`config.mk`:
```
export PLATFORM = sky130hd
export DESIGN_NAME = mpUart
export DESIGN_NICKNAME = d
export VERILOG_FILES = /design/src/rtl/mpUartPkg.sv /design/src/rtl/mpUartCtrl.sv /design/src/rtl/mpUartDp.sv /design/src/rtl/mpUart.sv
export SDC_FILE = /design/constraint.sdc
export NUM_CORES = 1
export LEC_CHECK = 0
export ABC_AREA = 1
export ABC_CLOCK_PERIOD_IN_PS = 2000
export BUFFER_PORTS_ARGS = -buffer_cell sky130_fd_sc_hd__buf_2
export CORE_MARGIN = 4
export CORE_UTILIZATION = 57
export CTS_CLUSTER_SIZE = 8
export DETAILED_ROUTE_END_ITERATION = 8
export GPL_ROUTABILITY_DRIVEN = 0
export PLACE_DENSITY_LB_ADDON = 0.15
export SYNTH_ARGS = -nofsm -noshare
export SYNTH_HDL_FRONTEND = slang
export SYNTH_SLANG_ARGS = --single-unit
```
`constraint.sdc`:
```
create_clock -name clk -period 2 [get_ports clk]
set_input_delay 0.4 -clock clk [delete_from_list [all_inputs] [get_ports clk]]
set_output_delay 0.4 -clock clk [all_outputs]
set_load 0.02 [all_outputs]
```
`src/rtl/mpUartPkg.sv`:
```
package mpUartPkg;

  typedef enum logic [1:0] {
    MODE_OFF = 2'b00,
    MODE_8V  = 2'b01,
    MODE_9F  = 2'b10,
    MODE_9V  = 2'b11
  } frameMode_t;

  typedef enum logic [1:0] {
    RX_IDLE  = 2'd0,
    RX_START = 2'd1,
    RX_BITS  = 2'd2
  } rxState_t;

  // control -> datapath
  typedef struct packed {
    logic       txStart;
    logic [7:0] txByte;
    logic       txNinth;
    frameMode_t mode;
    logic       rxEnable;
    logic       mpEnable;
  } ctlStrobe_t;

  // datapath -> control
  typedef struct packed {
    logic       txDone;
    logic       rxLoad;
    logic       rxFlag;
    logic [7:0] rxByte;
    logic       rxNinth;
  } dpEvent_t;

  // control byte field positions
  localparam int BIT_RXF  = 0;
  localparam int BIT_TXF  = 1;
  localparam int BIT_RX9  = 2;
  localparam int BIT_TX9  = 3;
  localparam int BIT_REN  = 4;
  localparam int BIT_MPE  = 5;
  localparam int BIT_MLO  = 6;
  localparam int BIT_MHI  = 7;

endpackage

```
`src/rtl/mpUartCtrl.sv`:
```
module mpUartCtrl
  import mpUartPkg::*;
(
  input  logic       clk,
  input  logic       rstN,
  input  logic       wrEn,
  input  logic       regAddr,
  input  logic [7:0] wrData,
  output logic [7:0] rdData,
  input  dpEvent_t   dpEv,
  input  logic       txBusy,
  output ctlStrobe_t ctlStb,
  output logic       txIrq,
  output logic       rxIrq
);

  frameMode_t modeR;
  logic       mpEnR;
  logic       rxEnR;
  logic       txNinthR;
  logic       rxNinthR;
  logic       txFlagR;
  logic       rxFlagR;
  logic [7:0] rxBufR;

  logic ctrlWr;
  logic dataWr;

  assign ctrlWr = wrEn && (regAddr == 1'b0);
  assign dataWr = wrEn && (regAddr == 1'b1);

  always_ff @(posedge clk or negedge rstN) begin
    if (!rstN) begin
      modeR    <= MODE_OFF;
      mpEnR    <= 1'b0;
      rxEnR    <= 1'b0;
      txNinthR <= 1'b0;
      rxNinthR <= 1'b0;
      txFlagR  <= 1'b0;
      rxFlagR  <= 1'b0;
      rxBufR   <= '0;
    end else begin
      if (ctrlWr) begin
        modeR    <= frameMode_t'(wrData[BIT_MHI:BIT_MLO]);
        mpEnR    <= wrData[BIT_MPE];
        rxEnR    <= wrData[BIT_REN];
        txNinthR <= wrData[BIT_TX9];
      end
      // hardware set wins; software can only clear with a written 0
      if (dpEv.txDone)                       txFlagR <= 1'b1;
      else if (ctrlWr && !wrData[BIT_TXF])   txFlagR <= 1'b0;
      if (dpEv.rxFlag)                       rxFlagR <= 1'b1;
      else if (ctrlWr && !wrData[BIT_RXF])   rxFlagR <= 1'b0;
      if (dpEv.rxLoad) begin
        rxBufR   <= dpEv.rxByte;
        rxNinthR <= dpEv.rxNinth;
      end
    end
  end

  always_comb begin
    ctlStb.txStart  = dataWr && !txBusy && (modeR != MODE_OFF);
    ctlStb.txByte   = wrData;
    ctlStb.txNinth  = txNinthR;
    ctlStb.mode     = modeR;
    ctlStb.rxEnable = rxEnR;
    ctlStb.mpEnable = mpEnR;
  end

  always_comb begin
    if (regAddr == 1'b0)
      rdData = {modeR, mpEnR, rxEnR, txNinthR, rxNinthR, txFlagR, rxFlagR};
    else
      rdData = rxBufR;
  end

  assign txIrq = txFlagR;
  assign rxIrq = rxFlagR;

endmodule

```
`src/rtl/mpUartDp.sv`:
```
module mpUartDp
  import mpUartPkg::*;
#(
  parameter int FIX_DIV = 4,
  parameter int OSR     = 16
) (
  input  logic       clk,
  input  logic       rstN,
  input  ctlStrobe_t ctlStb,
  input  logic       baudTick,
  input  logic       rxd,
  output logic       txd,
  output logic       txBusy,
  output dpEvent_t   dpEv
);

  localparam int DW = (FIX_DIV > 1) ? $clog2(FIX_DIV) : 1;
  localparam int TW = $clog2(OSR);
  localparam logic [DW-1:0] DIV_MAX  = DW'(FIX_DIV - 1);
  localparam logic [TW-1:0] TICK_MAX = TW'(OSR - 1);
  localparam logic [TW-1:0] TICK_MID = TW'(OSR / 2 - 1);

  // ---------------- tick selection ----------------
  logic [DW-1:0] divCnt;
  logic          fixTick;
  logic          tick;
  logic          nine;

  generate
    if (FIX_DIV > 1) begin : g_div
      always_ff @(posedge clk or negedge rstN) begin
        if (!rstN)                divCnt <= '0;
        else if (divCnt == DIV_MAX) divCnt <= '0;
        else                      divCnt <= divCnt + 1'b1;
      end
      assign fixTick = (divCnt == DIV_MAX);
    end else begin : g_nodiv
      assign divCnt  = '0;
      assign fixTick = 1'b1;
    end
  endgenerate

  always_comb begin
    unique case (ctlStb.mode)
      MODE_9F:          tick = fixTick;
      MODE_8V, MODE_9V: tick = baudTick;
      default:          tick = 1'b0;
    endcase
  end

  assign nine = ctlStb.mode[1];

  // ---------------- transmitter ----------------
  logic [10:0]   txSh;
  logic [3:0]    txCnt;
  logic [3:0]    txLastR;
  logic [TW-1:0] txTick;
  logic          txBusyR;
  logic          txEnd;

  assign txEnd = txBusyR && tick && (txTick == TICK_MAX) && (txCnt == txLastR);

  always_ff @(posedge clk or negedge rstN) begin
    if (!rstN) begin
      txSh    <= '1;
      txCnt   <= '0;
      txLastR <= '0;
      txTick  <= '0;
      txBusyR <= 1'b0;
    end else if (!txBusyR) begin
      if (ctlStb.txStart) begin
        txSh    <= {1'b1, (nine ? ctlStb.txNinth : 1'b1), ctlStb.txByte, 1'b0};
        txLastR <= nine ? 4'd10 : 4'd9;
        txCnt   <= '0;
        txTick  <= '0;
        txBusyR <= 1'b1;
      end
    end else if (tick) begin
      if (txTick == TICK_MAX) begin
        txTick <= '0;
        txSh   <= {1'b1, txSh[10:1]};
        if (txCnt == txLastR) txBusyR <= 1'b0;
        else                  txCnt   <= txCnt + 1'b1;
      end else begin
        txTick <= txTick + 1'b1;
      end
    end
  end

  assign txd    = txBusyR ? txSh[0] : 1'b1;
  assign txBusy = txBusyR;

  // ---------------- receiver ----------------
  logic          rxMeta;
  logic          rxS;
  rxState_t      rxState;
  logic [TW-1:0] rxTick;
  logic [3:0]    rxIdx;
  logic [3:0]    rxLast;
  logic [8:0]    rxShR;
  logic          rxOn;
  logic          rxFinal;
  logic          gateOk;

  assign rxOn   = ctlStb.rxEnable && (ctlStb.mode != MODE_OFF);
  assign rxLast = nine ? 4'd9 : 4'd8;

  always_ff @(posedge clk or negedge rstN) begin
    if (!rstN) begin
      rxMeta <= 1'b1;
      rxS    <= 1'b1;
    end else begin
      rxMeta <= rxd;
      rxS    <= rxMeta;
    end
  end

  always_ff @(posedge clk or negedge rstN) begin
    if (!rstN) begin
      rxState <= RX_IDLE;
      rxTick  <= '0;
      rxIdx   <= '0;
      rxShR   <= '0;
    end else if (!rxOn) begin
      rxState <= RX_IDLE;
    end else begin
      unique case (rxState)
        RX_IDLE: begin
          if (!rxS) begin
            rxState <= RX_START;
            rxTick  <= '0;
          end
        end
        RX_START: begin
          if (tick) begin
            if (rxTick == TICK_MID) begin
              if (rxS) rxState <= RX_IDLE;
              else begin
                rxState <= RX_BITS;
                rxTick  <= '0;
                rxIdx   <= '0;
              end
            end else begin
              rxTick <= rxTick + 1'b1;
            end
          end
        end
        RX_BITS: begin
          if (tick) begin
            if (rxTick == TICK_MAX) begin
              rxTick <= '0;
              if (rxIdx == rxLast) rxState <= RX_IDLE;
              else begin
                rxShR[rxIdx] <= rxS;
                rxIdx        <= rxIdx + 1'b1;
              end
            end else begin
              rxTick <= rxTick + 1'b1;
            end
          end
        end
        default: rxState <= RX_IDLE;
      endcase
    end
  end

  assign rxFinal = rxOn && (rxState == RX_BITS) && tick &&
                   (rxTick == TICK_MAX) && (rxIdx == rxLast);
  assign gateOk  = !(ctlStb.mpEnable && nine && !rxShR[8]);

  always_comb begin
    dpEv.txDone  = txEnd;
    dpEv.rxLoad  = rxFinal && gateOk;
    dpEv.rxFlag  = rxFinal && gateOk && rxS;
    dpEv.rxByte  = rxShR[7:0];
    dpEv.rxNinth = nine ? rxShR[8] : rxS;
  end

endmodule

```
`src/rtl/mpUart.sv`:
```
module mpUart
  import mpUartPkg::*;
#(
  parameter int FIX_DIV = 4,
  parameter int OSR     = 16
) (
  input  logic       clk,
  input  logic       rstN,
  input  logic       wrEn,
  input  logic       regAddr,
  input  logic [7:0] wrData,
  output logic [7:0] rdData,
  input  logic       baudTick,
  input  logic       rxd,
  output logic       txd,
  output logic       txIrq,
  output logic       rxIrq
);

  ctlStrobe_t ctlStb;
  dpEvent_t   dpEv;
  logic       txBusy;

  mpUartCtrl uCtrl (
    .clk     (clk),
    .rstN    (rstN),
    .wrEn    (wrEn),
    .regAddr (regAddr),
    .wrData  (wrData),
    .rdData  (rdData),
    .dpEv    (dpEv),
    .txBusy  (txBusy),
    .ctlStb  (ctlStb),
    .txIrq   (txIrq),
    .rxIrq   (rxIrq)
  );

  mpUartDp #(.FIX_DIV(FIX_DIV), .OSR(OSR)) uDp (
    .clk      (clk),
    .rstN     (rstN),
    .ctlStb   (ctlStb),
    .baudTick (baudTick),
    .rxd      (rxd),
    .txd      (txd),
    .txBusy   (txBusy),
    .dpEv     (dpEv)
  );

endmodule

```
==> results of run 1 <==
==> flip-flops by register name (all words and copies together), names as in the netlist, 2 cells and up <==
signal        count
uCtrl.rxBufR      8
uDp.rxTick        4
uDp.txSh         10
uCtrl.modeR       2
uDp.txTick        4
uDp.rxState       2
uDp.rxShR         9
uDp.txCnt         4
uDp.divCnt        2
uDp.rxIdx         4
uDp.txLastR       3
==> layout make-up <==
cell class | instances | area (um2) | area share
Clock buffer | 13 | 169 | 0.0447
Clock inverter | 3 | 42.5 | 0.0112
Inverter | 34 | 135 | 0.0357
Multi-Input combinational cell | 316 | 1650 | 0.436
Sequential cell | 61 | 1540 | 0.408
Tap cell | 72 | 90.1 | 0.0238
Timing Repair Buffer | 27 | 155 | 0.0410
==> worst max-delay path by stage <==
stage / start / to
detailed placement: uCtrl.modeR[1] / uDp.txCnt[0]
finish: uCtrl.modeR[1] / rdData[7]
floorplan: uDp.rxState[0] / uDp.rxShR[5]
global placement: uCtrl.modeR[1] / uDp.txCnt[0]
CTS: uCtrl.modeR[1] / rdData[7]
global route: uCtrl.modeR[1] / rdData[7]
==> power by group through the flow <==
stage               logic (mW)  registers, mW  clock network (mW)
floorplan                0.642           1.66                   0
finish                   0.821           1.69                1.14
global placement         0.787           1.70                   0
global route             0.959           1.72                1.23
detailed placement       0.818           1.71                   0
CTS                      0.829           1.69                1.16
==> Yosys cell counts (all sizes together) <==
cell	count	area share
a21oi	4	0.010
buf	7	0.019
clkbuf	4	0.0044
dfrtp	49	0.36
dfstp	12	0.093
ha	13	0.048
inv	34	0.040
nand2	161	0.19
nand3	56	0.093
nand3b	1	0.0022
nand4	7	0.017
nor2	33	0.050
nor3	2	0.0029
o21a	1	0.0022
o21ai	26	0.038
or2	3	0.0055
xnor2	1	0.0026
xor2	8	0.021
==> cells by family after synthesis <==
| group | share of synthesized area |
|---|---|
| AND/OR/NAND/NOR | 0.363 |
| flip-flops | 0.453 |
| buffers and inverters | 0.0632 |
| AO/OA/AOI/OAI | 0.0507 |
| adder cells (fa/ha/maj) | 0.0478 |
| XOR/XNOR | 0.0231 |
==> per-stage QoR <==
stage / cell area (um2) / worst slack [ns] / power [mW]
final: 3780 / 0.203 / 3.66
after global placement: 3570 / 0.370 / 2.49
after detailed placement: 3570 / 0.318 / 2.53
after global routing: 3780 / 0.0693 / 3.91
after floorplan: 3410 / 0.424 / 2.30
after CTS: 3780 / 0.158 / 3.68
==> routing by layer <==
layer / track usage / vias to the layer above
met1: 0.287 / 1279
met2: 0.340 / 65
met5: 0 / -
li1: - / 1402
met4: 0.0863 / 0
met3: 0.0417 / 16
==> impl_metrics.ini, run 1 <==
[worst_setup_path]
cp_num_buf_inv = 2
worstSetupPathType = reg -> out
end_kind = primary output
cp_max_fo = 8
r2r_start = uDp.rxState[0]
cp_slowest_cell = dfrtp_1
crit_family = flip-flops
critPathArrivalTime_ns = 1.40
crit_chain = inv_4, o21ai_0, buf_2
slowest_delay_ns = 0.59
r2r-end = uDp.rxTick[0]
cp.required_ns = 1.60
crit_cells = 3
rr_worst_depth = 9
critPathLaunchType = register
r2r_setup_slack_ns = 0.27

[sta]
whs_ns = 0.0488
hold_viol_final = 0
max_slew.worst_pin.slew_ns = 0.406
rsz0062_at_grt = false
fmax_mhz = 557
period_share = 0.898
maxSlewViolCount = 0
period_needed_ns = 1.80
maxSlewHeadroom = 0.730
final.setup.tns_ns = 0
finClkSkew_ns = 0.0104
finalSetupViolCount = 0

[detailed_routing]
first_iter_violations = 148
wl_met3_um = 276
dr.pass1.iters = 4
ant_nets = 0
wl_met2_mm = 3.20
drt_wl_total_mm = 6.91
wire_per_inst_um = 13.1
drc_errors = 0
vias_per_cell = 5.25
num_vias = 2762
dr.max_layer_used = met4
wl_met1_mm = 3.30

[clock_network]
cts_buffer_depth = 2
htreeDepth = 3
cts-resized-gates = 0
root_buffer = clkbuf_8
clock-sinks = 61
hold_buffers = 0
clock_latency_ns = 0.34
clk_pin_slew_ns = 0.07
post_cts_buffers = 0
cts_made_buffers = 9
cts_tree = done

[floorplan]
fp.dieH_um = 85.3
fp.dieArea_um2 = 7280
die_x_um = 85.3
core-area_um2 = 5640
floorplan.initialDensity = 0.604
io_pins = 25
num_rows = 27

[grt]
grt_usage = 0.214
grt_overflow_total = 0
antenna_found_initial = 0
grt_max_degree = 62
grt_pass1_vias = 2689
grt_pass1_wl_mm = 12.5

[power]
p_int_mw = 2.50
power_frac_clock = 0.313
p_sw_mw = 1.16
p_leak_nw = 1.98
power_frac_seq = 0.462
netSwitchingFraction = 0.317
power_density_nw_per_um2 = 967
pwr-share-comb = 0.225
vdd_drop_max_uv = 609

[flow_run]
cap_violations = 0

[yosys]
syn_nets = 449
seq_area_frac_synth = 0.453
synth_cells = 422
synth_seq_cells = 61
yosys_warnings = 0
ys_types = 34
post_synth.cell_area_avg_um2 = 8.07
netlist_area_um2 = 3410

[finish]
fillCellCount = 460
final_common_cell = nand2_1
area_delta_synth_final_pct = 11.1
final_util = 0.670
fin_cells = 526
drive_gt1_frac = 0.189
fin_nets = 476
layout_common_cells = nand2_1 (151), nand3_1 (52), dfrtp_1 (49)
diodes = 0

[placed_design]
dpl.hpwl_mm = 5.01
dp_cells = 510
port_buffers = 24

[min_path]
hold_path.class = in -> async

[outcome]
status = finished, final reports clean
Power figures use the tool's default switching activity.
==> run 2: changes to the inputs <==
--- a/config.mk
+++ b/config.mk
@@ -6,10 +6,10 @@
 export NUM_CORES = 1
 export LEC_CHECK = 0
 export ABC_AREA = 1
-export ABC_CLOCK_PERIOD_IN_PS = 2000
+export ABC_CLOCK_PERIOD_IN_PS = 1540
 export BUFFER_PORTS_ARGS = -buffer_cell sky130_fd_sc_hd__buf_2
 export CORE_MARGIN = 4
-export CORE_UTILIZATION = 57
+export CORE_UTILIZATION = 54
 export CTS_CLUSTER_SIZE = 8
 export DETAILED_ROUTE_END_ITERATION = 8
 export GPL_ROUTABILITY_DRIVEN = 0
==> constraint.sdc (replaced) <==
create_clock -name clk -period 1.54 [get_ports clk]
set_input_delay 0.308 -clock clk [delete_from_list [all_inputs] [get_ports clk]]
set_output_delay 0.308 -clock clk [all_outputs]
set_load 0.02 [all_outputs]
==> run 2 against run 1 <==
The flow now finishes with violations (setup timing). Routed wire length is 8.5% higher. Power is 31% higher. Sequential share of layout area is 4.0 points lower. Global-route usage is 1.3 points lower. Critical path type is now reg -> reg. Utilization is 2.6 points higher. Final cell count is 7.0% higher. Register-to-register slack worse by 0.30 ns. First-iteration DRC count is 21% lower. Largest cell class unchanged. Clock power is 24% higher. Die area is 5.0% higher. Critical path depth is 6 higher. Count of clock-buffer cells in the layout is 1 lower.
==> impl_metrics.ini, run 2 (same netlist as run 1, synthesis figures left out) <==
[sta]
maxSlewViolCount = 0
finalSetupViolCount = 3
hold_viol_final = 0
final.setup.tns_ns = -0.0702
whs_ns = 0.0713
rsz0062_at_grt = true
final.setup.worst_slack_ns = -0.0272
period_share = 1.02
finClkSkew_ns = 0.0108
max_slew.worst_pin.slew_ns = 0.320
fmax_mhz = 638
maxSlewHeadroom = 0.786
period_needed_ns = 1.57

[placed_design]
port_buffers = 24
dpl.hpwl_mm = 4.99
placed_area_um2 = 3690
dp_cells = 528

[detailed_routing]
first_iter_violations = 117
drc_errors = 0
ant_nets = 0
dr.pass1.iters = 4
num_vias = 2859
drt_wl_total_mm = 7.50
vias_per_cell = 5.08
wire_per_inst_um = 13.3

[clock_network]
cts_made_buffers = 9
root_buffer = clkbuf_8
cts_tree = done
clk_pin_slew_ns = 0.07
clock_latency_ns = 0.34
cts_buffer_depth = 2
clock-sinks = 61
htreeDepth = 3

[power]
power_density_nw_per_um2 = 1140
p_total_mw = 4.81
p_int_mw = 3.28
vdd_drop_max_uv = 994
p_leak_nw = 2.15
power_frac_clock = 0.293
netSwitchingFraction = 0.318
pwr-share-comb = 0.255
power_frac_seq = 0.452
p_sw_mw = 1.53

[finish]
fin_area_um2 = 4200
largest_reg_flops = 10
final_common_cell = nand2_1
reg.largest.list = uDp.txSh (10), uDp.rxShR (9), uCtrl.rxBufR (8)
regMostFlops = uDp.txSh
drive_gt1_frac = 0.289
seq_area_um2 = 1540
fin_cells = 563
diodes = 0
fillCellCount = 474
multi_input_area_um2 = 1770
fin_nets = 510
layout_common_cells = nand2_1 (148), nand3_1 (47), dfrtp_1 (47)
area_delta_synth_final_pct = 23.3

[outcome]
status = finished with violations
failed_checks = setup timing

[grt]
grt_usage = 0.201
grt_pass1_vias = 2624
grt_max_degree = 62
grt_pass1_wl_mm = 11.9
grt_overflow_total = 0
antenna_found_initial = 0

[worst_setup_path]
cp.required_ns = 1.82
end_kind = register
cp_max_fo = 4
critPathLaunchType = register
worstSetupPathType = reg -> reg
critPathArrivalTime_ns = 1.85

[floorplan]
io_pins = 25
fp.dieArea_um2 = 7640
die_x_um = 87.4
floorplan.initialDensity = 0.565
fp.dieH_um = 87.4
core-area_um2 = 6030
num_rows = 28

[min_path]
hold_path.class = in -> reg

[flow_run]
cap_violations = 0
[run 2: changes by cell type in the layout (fill, tap and decap cells not counted), moves of 5 or more]
cell | before | now
buf_6 | 0 | 7
ha_1 | 13 | 8
inv_1 | 28 | 23
nand3_2 | 2 | 7
buf_4 | 2 | 27
nand3_1 | 52 | 47
[run 2: stage by stage]
stage	utilization	setup WS, ns
2_1_floorplan	-	0.0168
3_3_place_gp	0.612	0.0351
3_5_place_dp	0.612	-0.0179
4_1_cts	0.653	0.00243
5_1_grt	0.697	-0.130
6_report	0.697	-0.0272
[run 2: routing by layer]
metal | vias up | part of all wire | global-route usage
li1 | 1479 | - | -
met1 | 1336 | 0.46 | 0.262
met2 | 33 | 0.49 | 0.312
met3 | 11 | 0.024 | 0.0426
met4 | 0 | 0.020 | 0.109
met5 | - | 0 | 0
[run 2: worst max-delay path: stages (launching register included)]
cell     delay, ns
dfrtp_1       0.42
inv_2         0.12
ha_4          0.17
inv_4         0.04
nor2_4        0.11
nand3_4       0.15
buf_6         0.16
a21oi_4       0.17
nand3_1       0.10
nand2_1       0.06
[run 2: cell type report]
class                      instances  area share
sequential                        61       0.368
timing repair buffer              59       0.104
timing repair inverter             1     0.00209
clock buffer                      12      0.0346
inverter                          34      0.0352
clock inverter                     4      0.0119
multi-input combinational        317       0.422
tap                               75      0.0223
[run 2: worst paths after layout]
path / start / endpoint / slack, ns / cells past startpoint
min reg2reg: uDp.rxMeta / uDp.rxS / 0.36 / 0
max in group asynchronous: rstN / uDp.txSh[9] / 0.73 / 3
max: uDp.rxState[0] / uDp.rxShR[8] / -0.03 / 9
max reg2reg: uDp.rxState[0] / uDp.rxShR[8] / -0.03 / 9
min in group asynchronous: rstN / uDp.txCnt[3] / 0.51 / 3
min: rxd / uDp.rxMeta / 0.07 / 1
[run 2: timing repair]
item,in CTS,in global routing
pin swaps,2,16
hold buffers,1,0
hold endpoints to repair,49,0
setup buffers,3,13
resized for setup,7,39
setup endpoints to repair,24,38
gates cloned,1,1
[run 2: power by group through the flow]
stage / logic (mW) / registers [mW] / clock network (mW)
3_5_place_dp: 1.11 / 2.20 / 0
6_report: 1.23 / 2.17 / 1.41
4_1_cts: 1.15 / 2.17 / 1.44
5_1_grt: 1.40 / 2.21 / 1.51
3_3_place_gp: 1.09 / 2.19 / 0
2_1_floorplan: 0.835 / 2.15 / 0
==> run 3: changes to the inputs <==
--- a/config.mk
+++ b/config.mk
@@ -13,6 +13,7 @@
 export CTS_CLUSTER_SIZE = 8
 export DETAILED_ROUTE_END_ITERATION = 8
 export GPL_ROUTABILITY_DRIVEN = 0
+export GPL_TIMING_DRIVEN = 0
 export PLACE_DENSITY_LB_ADDON = 0.15
 export SYNTH_ARGS = -nofsm -noshare
 export SYNTH_HDL_FRONTEND = slang
==> run 3 against run 2 <==
The run now ends clean. Global-route usage increased by 1.2 points. Clock power down 9%. Routed wire length up 2.5%. Die area did not move. Non-clock buffer count is 2 lower. Clock skew fell by 0.00069 ns. Worst setup slack improved by 0.065 ns. Hold slack got worse by 0.044 ns. Combinational power hardly changed. Critical endpoint is now uDp.rxState[0].
==> impl_metrics.ini, run 3 (same netlist as run 1, synthesis figures left out) <==
[detailed_routing]
vias_per_cell = 5.26
num_vias = 2944
drc_errors = 0
ant_nets = 0
first_iter_violations = 133
dr.pass1.iters = 4
wire_per_inst_um = 13.7
drt_wl_total_mm = 7.69

[grt]
grt_pass1_vias = 2802
grt_overflow_total = 0
grt_max_degree = 62
grt_pass1_wl_mm = 12.7
antenna_found_initial = 0
grt_usage = 0.214

[power]
power_frac_seq = 0.463
vdd_drop_max_uv = 632
p_leak_nw = 2.13
pwr-share-comb = 0.264
p_sw_mw = 1.56
power_frac_clock = 0.273
power_density_nw_per_um2 = 1120
netSwitchingFraction = 0.332
p_int_mw = 3.13

[floorplan]
floorplan.initialDensity = 0.565
num_rows = 28
fp.dieArea_um2 = 7640
core-area_um2 = 6030
fp.dieH_um = 87.4
die_x_um = 87.4
io_pins = 25

[finish]
drive_gt1_frac = 0.289
fin_nets = 507
reg.largest.list = uDp.txSh (10), uDp.rxShR (9), uCtrl.rxBufR (8)
final_common_cell = nand2_1
diodes = 0
area_delta_synth_final_pct = 22.8
largest_reg_flops = 10
fillCellCount = 473
layout_common_cells = nand2_1 (147), nand3_1 (49), dfrtp_1 (46)
regMostFlops = uDp.txSh

[clock_network]
cts_tree = done
clock-sinks = 61
clk_pin_slew_ns = 0.06
clock_latency_ns = 0.34
root_buffer = clkbuf_8
cts_made_buffers = 9
htreeDepth = 3
hold_buffers = 0
cts_buffer_depth = 2

[worst_setup_path]
critPathLaunchType = register
cp_max_fo = 4
worstSetupPathType = reg -> reg
crit_family = simple AND/OR/NAND/NOR gates
cp_slowest_cell = dfrtp_1
crit_top_cell = nand2_1
slowest_delay_ns = 0.40
crit_chain = buf_6, ha_4, nand3_1, nand2_1, nor2_2, nand2_1, nand3_1, nand2_1
cp.required_ns = 1.76
critPathArrivalTime_ns = 1.72
end_kind = register
cp_num_buf_inv = 1

[sta]
fmax_mhz = 666
maxSlewViolCount = 0
finClkSkew_ns = 0.0101
finalSetupViolCount = 0
period_share = 0.975
final.setup.tns_ns = 0
maxSlewHeadroom = 0.487
rsz0062_at_grt = true
max_slew.worst_pin.slew_ns = 0.770
hold_viol_final = 0
whs_ns = 0.0269
period_needed_ns = 1.50

[min_path]
hold_path.class = in -> async

[placed_design]
port_buffers = 24
dpl.hpwl_mm = 4.98

[flow_run]
cap_violations = 0

[outcome]
status = finished, final reports clean
[run 3: changes by cell type in the layout (fill, tap and decap cells not counted), sizes merged]
cell         change
clkinv           +1
buf              -5
clkinvlp         -1
clkbuf           +4
bufinv           -1
dlygate4sd3      -1
[run 3: timing repair]
item,CTS,global route
resized for setup,12,40
cloned,2,0
endpoints found under the setup margin,29,38
buffers inserted,9,13
pin swaps,4,21
[run 3: worst paths after layout]
check | startpoint | end | slack [ns] | cells after the start
worst max-delay path | uDp.rxState[0] | uDp.rxState[0] | 0.04 | 8
worst min-delay path | rstN | uDp.txCnt[2] | 0.03 | 1
worst max register to register | uDp.rxState[0] | uDp.rxState[0] | 0.04 | 8
worst min register to register | uDp.rxMeta | uDp.rxS | 0.36 | 0
max in group asynchronous | rstN | uDp.rxIdx[0] | 0.94 | 1
min in group clk | rxd | uDp.rxMeta | 0.07 | 1
[run 3: per-layer routing]
layer,part of all wire,wire [um],global-route usage
met4,0.018,135,0.0893
met1,0.46,3500,0.284
met5,0,0,0
met2,0.50,3820,0.345
met3,0.031,236,0.0341
[run 3: layout make-up]
type / instances / area, um2 / share of cell area
Buffer: 10 / 77.6 / 0.0186
Clock inverter: 4 / 22.5 / 0.00539
Multi-Input combinational cell: 317 / 1800 / 0.431
Timing Repair Buffer: 47 / 335 / 0.0802
Inverter: 34 / 148 / 0.0353
Clock buffer: 12 / 155 / 0.0371
Tap cell: 75 / 93.8 / 0.0224
Sequential cell: 61 / 1550 / 0.370
[run 3: through the flow]
step                cells  power, mW  setup slack, ns  cell area (um2)  utilization
floorplan             422       2.99           0.0168             3410            -
global placement      521       3.24           -0.128             3620        0.601
detailed placement    521       3.27           -0.172             3620        0.601
CTS                   548       4.63         0.000295             3940        0.653
global route          560       5.02          -0.0859             4180        0.694
finish                560       4.69           0.0382             4180        0.694
[run 3: power by group through the flow]
stage / Sequential [mW] / Clock (mW) / Combinational, mW
2_1_floorplan: 2.15 / 0 / 0.835
3_3_place_gp: 2.19 / 0 / 1.04
3_5_place_dp: 2.20 / 0 / 1.07
4_1_cts: 2.17 / 1.31 / 1.15
5_1_grt: 2.21 / 1.39 / 1.42
6_report: 2.17 / 1.28 / 1.24
